===== src/rtl/bcdc_pkg.sv =====
// Package: shared state encoding and constants for the packed-decimal converter.
// Assumes widths up to 128 bits for the overflow limit computation.
package bcdc_pkg;

    typedef enum logic [2:0] {
        ST_IDLE,
        ST_LD_ACC,
        ST_LD_SIGN,
        ST_SR_SIGN,
        ST_SR_DIG
    } bcdc_state_e;

    localparam logic [7:0] SIGN_NEG = 8'h80;
    localparam logic [7:0] SIGN_POS = 8'h00;

    // Returns 100^pairs, the first magnitude that no longer fits the digit bytes.
    function automatic logic [127:0] dec_limit(input int unsigned pairs);
        logic [127:0] r;
        r = 128'd1;
        for (int unsigned i = 0; i < pairs; i++) begin
            r = r * 128'd100;
        end
        return r;
    endfunction

endpackage


===== src/rtl/bcdc_ctrl.sv =====
// Sequencer: walks the byte index for both directions and times the done pulse.
// Assumes start is synchronous; start seen while busy is ignored.
module bcdc_ctrl
    import bcdc_pkg::*;
#(
    parameter int DIG_BYTES = 9,
    localparam int IDX_W    = $clog2(DIG_BYTES + 1)
) (
    input  logic             clk,
    input  logic             rst_n,
    input  logic             start,
    input  logic             mode_store,
    output bcdc_state_e      state,
    output logic [IDX_W-1:0] idx,
    output logic             accept,
    output logic             busy,
    output logic             done
);

    localparam logic [IDX_W-1:0] IDX_LAST = IDX_W'(DIG_BYTES - 1);

    assign accept = (state == ST_IDLE) && start;
    assign busy   = (state != ST_IDLE);

    // Next-state, byte index and completion pulse.
    always_ff @(posedge clk) begin
        if (!rst_n) begin
            state <= ST_IDLE;
            idx   <= '0;
            done  <= 1'b0;
        end else begin
            done <= 1'b0;
            unique case (state)
                ST_IDLE: begin
                    if (start) begin
                        state <= mode_store ? ST_SR_SIGN : ST_LD_ACC;
                        idx   <= mode_store ? '0 : IDX_LAST;
                    end
                end
                ST_LD_ACC: begin
                    if (idx == '0) state <= ST_LD_SIGN;
                    else           idx   <= idx - 1'b1;
                end
                ST_LD_SIGN: begin
                    state <= ST_IDLE;
                    done  <= 1'b1;
                end
                ST_SR_SIGN: begin
                    state <= ST_SR_DIG;
                    idx   <= '0;
                end
                ST_SR_DIG: begin
                    if (idx == IDX_LAST) begin
                        state <= ST_IDLE;
                        done  <= 1'b1;
                    end else begin
                        idx <= idx + 1'b1;
                    end
                end
                default: state <= ST_IDLE;
            endcase
        end
    end

    AST_DONE_PULSE: assert property (@(posedge clk) disable iff (!rst_n)
        done |=> !done);
    AST_DONE_IDLE: assert property (@(posedge clk) disable iff (!rst_n)
        done |-> !busy);

endmodule


===== src/rtl/bcdc_load_step.sv =====
// One load step: value*100 + upper*10 + lower, modulo 2^BIN_W.
// Also flags either nibble above 9; the arithmetic uses the raw nibbles regardless.
module bcdc_load_step #(
    parameter int BIN_W = 64
) (
    input  logic [BIN_W-1:0] acc,
    input  logic [7:0]       pair,
    output logic [BIN_W-1:0] acc_nxt,
    output logic             bad
);

    logic [3:0] hi;
    logic [3:0] lo;

    assign hi = pair[7:4];
    assign lo = pair[3:0];

    // Multiply-accumulate of one digit pair.
    always_comb begin
        acc_nxt = acc * BIN_W'(100) + BIN_W'(hi) * BIN_W'(10) + BIN_W'(lo);
        bad     = (hi > 4'd9) || (lo > 4'd9);
    end

endmodule


===== src/rtl/bcdc_store_step.sv =====
// One store step: split magnitude into (mag mod 100) as two digits and mag/100.
// Assumes an unsigned magnitude; constant divisors only.
module bcdc_store_step #(
    parameter int BIN_W = 64
) (
    input  logic [BIN_W-1:0] mag,
    output logic [7:0]       pair,
    output logic [BIN_W-1:0] mag_nxt
);

    logic [6:0] rem;

    // Remainder digits and quotient of the constant division.
    always_comb begin
        rem     = 7'(mag % BIN_W'(100));
        pair    = {4'(rem / 7'd10), 4'(rem % 7'd10)};
        mag_nxt = mag / BIN_W'(100);
    end

endmodule


===== src/rtl/bcd_int_conv.sv =====
// Top: bidirectional packed-decimal <-> signed binary integer converter.
// One byte per clock in both directions; done follows start by DIG_BYTES+1 edges.
// Assumes operand inputs are sampled only on the accepting edge.
module bcd_int_conv
    import bcdc_pkg::*;
#(
    parameter int DIG_BYTES = 9,
    parameter int BIN_W     = 64,
    localparam int OPW      = 8 * (DIG_BYTES + 1),
    localparam int IDX_W    = $clog2(DIG_BYTES + 1)
) (
    input  logic             clk,
    input  logic             rst_n,
    input  logic             start,
    input  logic             mode_store,
    input  logic [OPW-1:0]   ld_operand,
    input  logic [BIN_W-1:0] st_value,
    output logic             busy,
    output logic             done,
    output logic [BIN_W-1:0] ld_result,
    output logic             ld_bad_digit,
    output logic [OPW-1:0]   st_result,
    output logic             st_overflow,
    output logic             byte_valid,
    output logic [IDX_W-1:0] byte_idx,
    output logic [7:0]       byte_data
);

    localparam logic [127:0]     MAG_LIMIT = dec_limit(DIG_BYTES);
    localparam logic [IDX_W-1:0] IDX_LAST  = IDX_W'(DIG_BYTES - 1);
    localparam logic [IDX_W-1:0] IDX_SIGN  = IDX_W'(DIG_BYTES);
    localparam int               LATENCY   = DIG_BYTES + 1;

    bcdc_state_e      state;
    logic [IDX_W-1:0] idx;
    logic             accept;

    logic [OPW-1:0]   op_q;
    logic [BIN_W-1:0] acc_q;
    logic             neg_q;
    logic             bad_w;
    logic             ovf_w;
    logic [BIN_W-1:0] mag_q;
    logic [OPW-1:0]   wrk_q;
    logic [OPW-1:0]   wrk_upd;

    logic [7:0]       ld_pair;
    logic [BIN_W-1:0] acc_nxt;
    logic             ld_bad;
    logic [7:0]       st_pair;
    logic [BIN_W-1:0] mag_nxt;
    logic [BIN_W-1:0] in_abs;

    bcdc_ctrl #(.DIG_BYTES(DIG_BYTES)) u_ctrl (
        .clk        (clk),
        .rst_n      (rst_n),
        .start      (start),
        .mode_store (mode_store),
        .state      (state),
        .idx        (idx),
        .accept     (accept),
        .busy       (busy),
        .done       (done)
    );

    assign ld_pair = op_q[8*int'(idx) +: 8];

    bcdc_load_step #(.BIN_W(BIN_W)) u_ld (
        .acc     (acc_q),
        .pair    (ld_pair),
        .acc_nxt (acc_nxt),
        .bad     (ld_bad)
    );

    bcdc_store_step #(.BIN_W(BIN_W)) u_st (
        .mag     (mag_q),
        .pair    (st_pair),
        .mag_nxt (mag_nxt)
    );

    // Magnitude of the store input; the most negative value maps to 2^(BIN_W-1).
    assign in_abs = st_value[BIN_W-1] ? (~st_value + 1'b1) : st_value;

    // Working packed word with the current digit pair merged in.
    always_comb begin
        wrk_upd = wrk_q;
        wrk_upd[8*int'(idx) +: 8] = st_pair;
    end

    // Operand capture and per-step working state.
    always_ff @(posedge clk) begin
        if (!rst_n) begin
            op_q  <= '0;
            acc_q <= '0;
            neg_q <= 1'b0;
            bad_w <= 1'b0;
            ovf_w <= 1'b0;
            mag_q <= '0;
            wrk_q <= '0;
        end else if (accept) begin
            op_q  <= ld_operand;
            acc_q <= '0;
            bad_w <= 1'b0;
            neg_q <= mode_store ? st_value[BIN_W-1] : ld_operand[OPW-1];
            mag_q <= in_abs;
            ovf_w <= mode_store && (128'(in_abs) >= MAG_LIMIT);
            wrk_q <= '0;
        end else begin
            case (state)
                ST_LD_ACC: begin
                    acc_q <= acc_nxt;
                    bad_w <= bad_w | ld_bad;
                end
                ST_SR_SIGN: wrk_q[OPW-1 -: 8] <= neg_q ? SIGN_NEG : SIGN_POS;
                ST_SR_DIG: begin
                    wrk_q <= wrk_upd;
                    mag_q <= mag_nxt;
                end
                default: ;
            endcase
        end
    end

    // Result registers, updated only when their direction completes.
    always_ff @(posedge clk) begin
        if (!rst_n) begin
            ld_result    <= '0;
            ld_bad_digit <= 1'b0;
            st_result    <= '0;
            st_overflow  <= 1'b0;
        end else if (state == ST_LD_SIGN) begin
            ld_result    <= neg_q ? (~acc_q + 1'b1) : acc_q;
            ld_bad_digit <= bad_w;
        end else if (state == ST_SR_DIG && idx == IDX_LAST) begin
            st_result    <= wrk_upd;
            st_overflow  <= ovf_w;
        end
    end

    // Byte stream of the store direction, sign byte first.
    always_ff @(posedge clk) begin
        if (!rst_n) begin
            byte_valid <= 1'b0;
            byte_idx   <= '0;
            byte_data  <= '0;
        end else if (state == ST_SR_SIGN) begin
            byte_valid <= 1'b1;
            byte_idx   <= IDX_SIGN;
            byte_data  <= neg_q ? SIGN_NEG : SIGN_POS;
        end else if (state == ST_SR_DIG) begin
            byte_valid <= 1'b1;
            byte_idx   <= idx;
            byte_data  <= st_pair;
        end else begin
            byte_valid <= 1'b0;
        end
    end

    // Cycle counter from accept, used only by the latency check.
    logic [7:0] lat_q;
    always_ff @(posedge clk) begin
        if (!rst_n)      lat_q <= '0;
        else if (accept) lat_q <= '0;
        else if (busy)   lat_q <= lat_q + 1'b1;
    end

    AST_LATENCY: assert property (@(posedge clk) disable iff (!rst_n)
        done |-> (lat_q == 8'(LATENCY)));
    AST_SIGN_BYTE: assert property (@(posedge clk) disable iff (!rst_n)
        (byte_valid && byte_idx == IDX_SIGN) |-> (byte_data[6:0] == 7'd0));
    AST_DIGITS_DECIMAL: assert property (@(posedge clk) disable iff (!rst_n)
        (byte_valid && byte_idx != IDX_SIGN) |->
            (byte_data[7:4] <= 4'd9 && byte_data[3:0] <= 4'd9));
    AST_STREAM_ORDER: assert property (@(posedge clk) disable iff (!rst_n)
        (byte_valid && byte_idx != IDX_SIGN) |-> $past(byte_valid));
    AST_BUSY_IGNORE: assert property (@(posedge clk) disable iff (!rst_n)
        (busy && start && !done) |=> (busy || done));

endmodule


===== config.mk =====
export PLATFORM = sky130hd
export DESIGN_NAME = bcd_int_conv
export DESIGN_NICKNAME = d
export VERILOG_FILES = /design/src/rtl/bcdc_pkg.sv /design/src/rtl/bcdc_ctrl.sv /design/src/rtl/bcdc_load_step.sv /design/src/rtl/bcdc_store_step.sv /design/src/rtl/bcd_int_conv.sv
export SDC_FILE = /design/constraint.sdc
export NUM_CORES = 2
export LEC_CHECK = 0
export BUFFER_PORTS_ARGS = -buffer_cell sky130_fd_sc_hd__buf_4
export CORE_MARGIN = 2
export CORE_UTILIZATION = 42
export DETAILED_ROUTE_END_ITERATION = 6
export PLACE_DENSITY = 0.69
export SLEW_MARGIN = 20
export SYNTH_ARGS = -nofsm -noshare
export SYNTH_HDL_FRONTEND = slang
export SYNTH_SLANG_ARGS = --single-unit

===== constraint.sdc =====
create_clock -name clk -period 36.1 [get_ports clk]
set_clock_uncertainty 0.15 [all_clocks]
set_input_delay 1.805 -clock clk [delete_from_list [all_inputs] [get_ports clk]]
set_output_delay 1.805 -clock clk [all_outputs]
set_load 0.05 [all_outputs]

==> metrics.cfg <==
[sta]
fin_tns_setup_ns=-259.40
fin_ws_ns=-2.37
final-hold-violation-count=0
whs_ns=0.301
max_freq_ghz=0.0260
worstMarginPinSlew_ns=1.20
min_period_over_period=1.07
rsz0062_at_grt=true
setup_viol=132
fin_crit_ns=38.47
slew_violations=0
maxSlewHeadroom=0.197

[logic_synthesis]
synthTopCellsByArea=dfxtp_1 (19%), ha_1 (6.7%), nand2_1 (5.7%)
synth_cell_types=211
ys_warn_count=0
syn_inst=6007
async_reset_ff_frac=0
synth-edff-count=0
yosysMostFrequentCell=nand2_1
ys_ff_latch=458
ys_seq_area_frac=0.193
ys_top_cells_by_count=nand2_1 (722), nor2_1 (550), a21oi_1 (513)
synth_area_leader_cell=dfxtp_1
synth_ff_type=dfxtp_1
netlist_area_sq_um=47600
netlist.area_leader.share=0.193
synth.net_count=6472
avgSynthCellArea_sq_um=7.93

[finish]
final_core_util=0.565
fin_nets=7637
areaGrowthSynthToFinish_pct=33.5
drive_above_1_share=0.358
n_antenna_cell=0

[setup_path]
cpPeakStageDelay_ns=0.58
start_kind=register
end_kind=register
cp.arrival_ns=38.88
path_class=register to register
path_max_fanout=8
crit_slowest_cell=or4_4
crit_required_ns=36.50
regToRegSetupSlack_ns=-2.37

[global_route]
gr-total-overflow=0
grt_pass1_vias=48090
grt_util_all_layers=0.273
grt_start_max_net_pins=111
grt_pass1_wl_um=261000
grt_antenna_before_repair=4

[routing]
vias=50228
drtAntennaViolNets=0
wl_per_cell_um=19.4
drc=10
drt_iter0_markers=4076
routed_wirelength_um=169000
vias_per_cell=5.76
drt_first_pass_iters=7

[die]
rows=123
io_pins=309
start_util=0.423
chipWidth_um=341
fp.dieH_um=341
die_area_sq_um=116000
core_sq_um=112000

[cts]
clockRootBuffer=clkbuf_16
cts-htree-levels=2
cts_tree=yes
clockBufferDepth=3
cts-buffers-inserted=54
cts.sinks=458
path_clk_slew_ns=0.06
clkLatencyLatePin_ns=0.68

[placed_design]
dp_hpwl_um=125000
globalplace.congestion=0.948
port_buffers=308

[job]
cap_violations=0

[worst_hold_path]
hp-class=register to register

[run_status]
outcome=finished, violations left
violations=DRC, setup timing

worst max-delay path, delay by kind of cell (launching register included):
kind / cells / cell delay, ns
mux: 8 / 2.32
flops: 1 / 0.36
compound gates: 92 / 22.85
xor+xnor: 4 / 0.57
simple gates: 36 / 8.20
fa+ha+maj: 3 / 0.89
buf+inv: 20 / 2.95
sequential cells by signal (all words and copies together) (netlist names):
| name | flops |
|---|---|
| mag_q | 64 |
| ovf_w | 1 |
| u_ctrl.done | 1 |
| acc_q | 64 |
| byte_valid | 1 |
| bad_w | 1 |
| wrk_q | 80 |
| u_ctrl.state | 3 |
| byte_data | 8 |
| op_q | 80 |
| neg_q | 1 |
| byte_idx | 4 |
| ld_result | 64 |
| u_ctrl.idx | 4 |
| st_overflow | 1 |
| st_result | 80 |
| ld_bad_digit | 1 |
final cells by class:
cell class                      count  area, sq um
Clock buffer                       70         1470
Clock inverter                     28          320
Fill cell                       10097        48900
Inverter                          436         1650
Multi-Input combinational cell   4780        37800
Sequential cell                   458         9180
Tap cell                         1500         1880
Timing Repair Buffer             1442        11300
layer usage:
layer | GRT usage | wire, um
met1 | 0.368 | 74500
met2 | 0.454 | 78300
met3 | 0.0384 | 11200
met4 | 0.0779 | 5180
met5 | 0 | 36
placed cells by master (no fill, tap or decap), types with 83 or more instances in the layout:
cell type,netlist,routed
a211oi_1,150,136
a21oi_1,513,461
buf_4,8,1364
dfxtp_1,458,451
ha_1,256,255
inv_1,422,420
nand2_1,722,700
nand3_1,176,150
nor2_1,550,531
nor3_1,119,100
o21ai_0,202,175
xnor2_1,224,210
xor2_1,86,83
per-stage QoR:
stage	cell area (sq um)	setup WS, ns	instances
detailed placement	57600	-2.70	8456
finish	63600	-2.37	8714
CTS	60600	-1.89	8608
global placement	57600	-2.13	8456
floorplan	48400	-1.82	6007
global route	63600	-3.69	8714
timing repair:
action,4_1_cts,5_1_grt
pin swaps,79,157
resized for setup,169,390
setup buffers,53,108
hold buffers,0,0
setup endpoints to repair,134,136
gates cloned,2,0
cells by family (layout without fill, tap and decap cells):
family | Yosys count | after routing | synth area share
AO/OA/AOI/OAI | 1881 | 1882 | 0.304
XOR/XNOR | 340 | 340 | 0.0683
adder cells (fa/ha/maj) | 328 | 328 | 0.0954
buffers and inverters | 770 | 1976 | 0.0885
flip-flops | 458 | 458 | 0.193
multiplexers | 112 | 112 | 0.0315
AND/OR/NAND/NOR | 2118 | 2118 | 0.219
path summary, 6_finish.rpt:
check	start	endpoint	depth (start not counted)
max	mag_q[59]$_SDFFE_PN0P_	st_result[58]$_SDFFE_PN0P_	163
min	op_q[28]$_SDFFE_PN0P_	op_q[28]$_SDFFE_PN0P_	2
max reg2reg	mag_q[59]$_SDFFE_PN0P_	st_result[58]$_SDFFE_PN0P_	163
min reg2reg	op_q[28]$_SDFFE_PN0P_	op_q[28]$_SDFFE_PN0P_	2
Power is not shown: default switching activity piles up to over one toggle a cycle in this logic, so the estimate is an artifact.
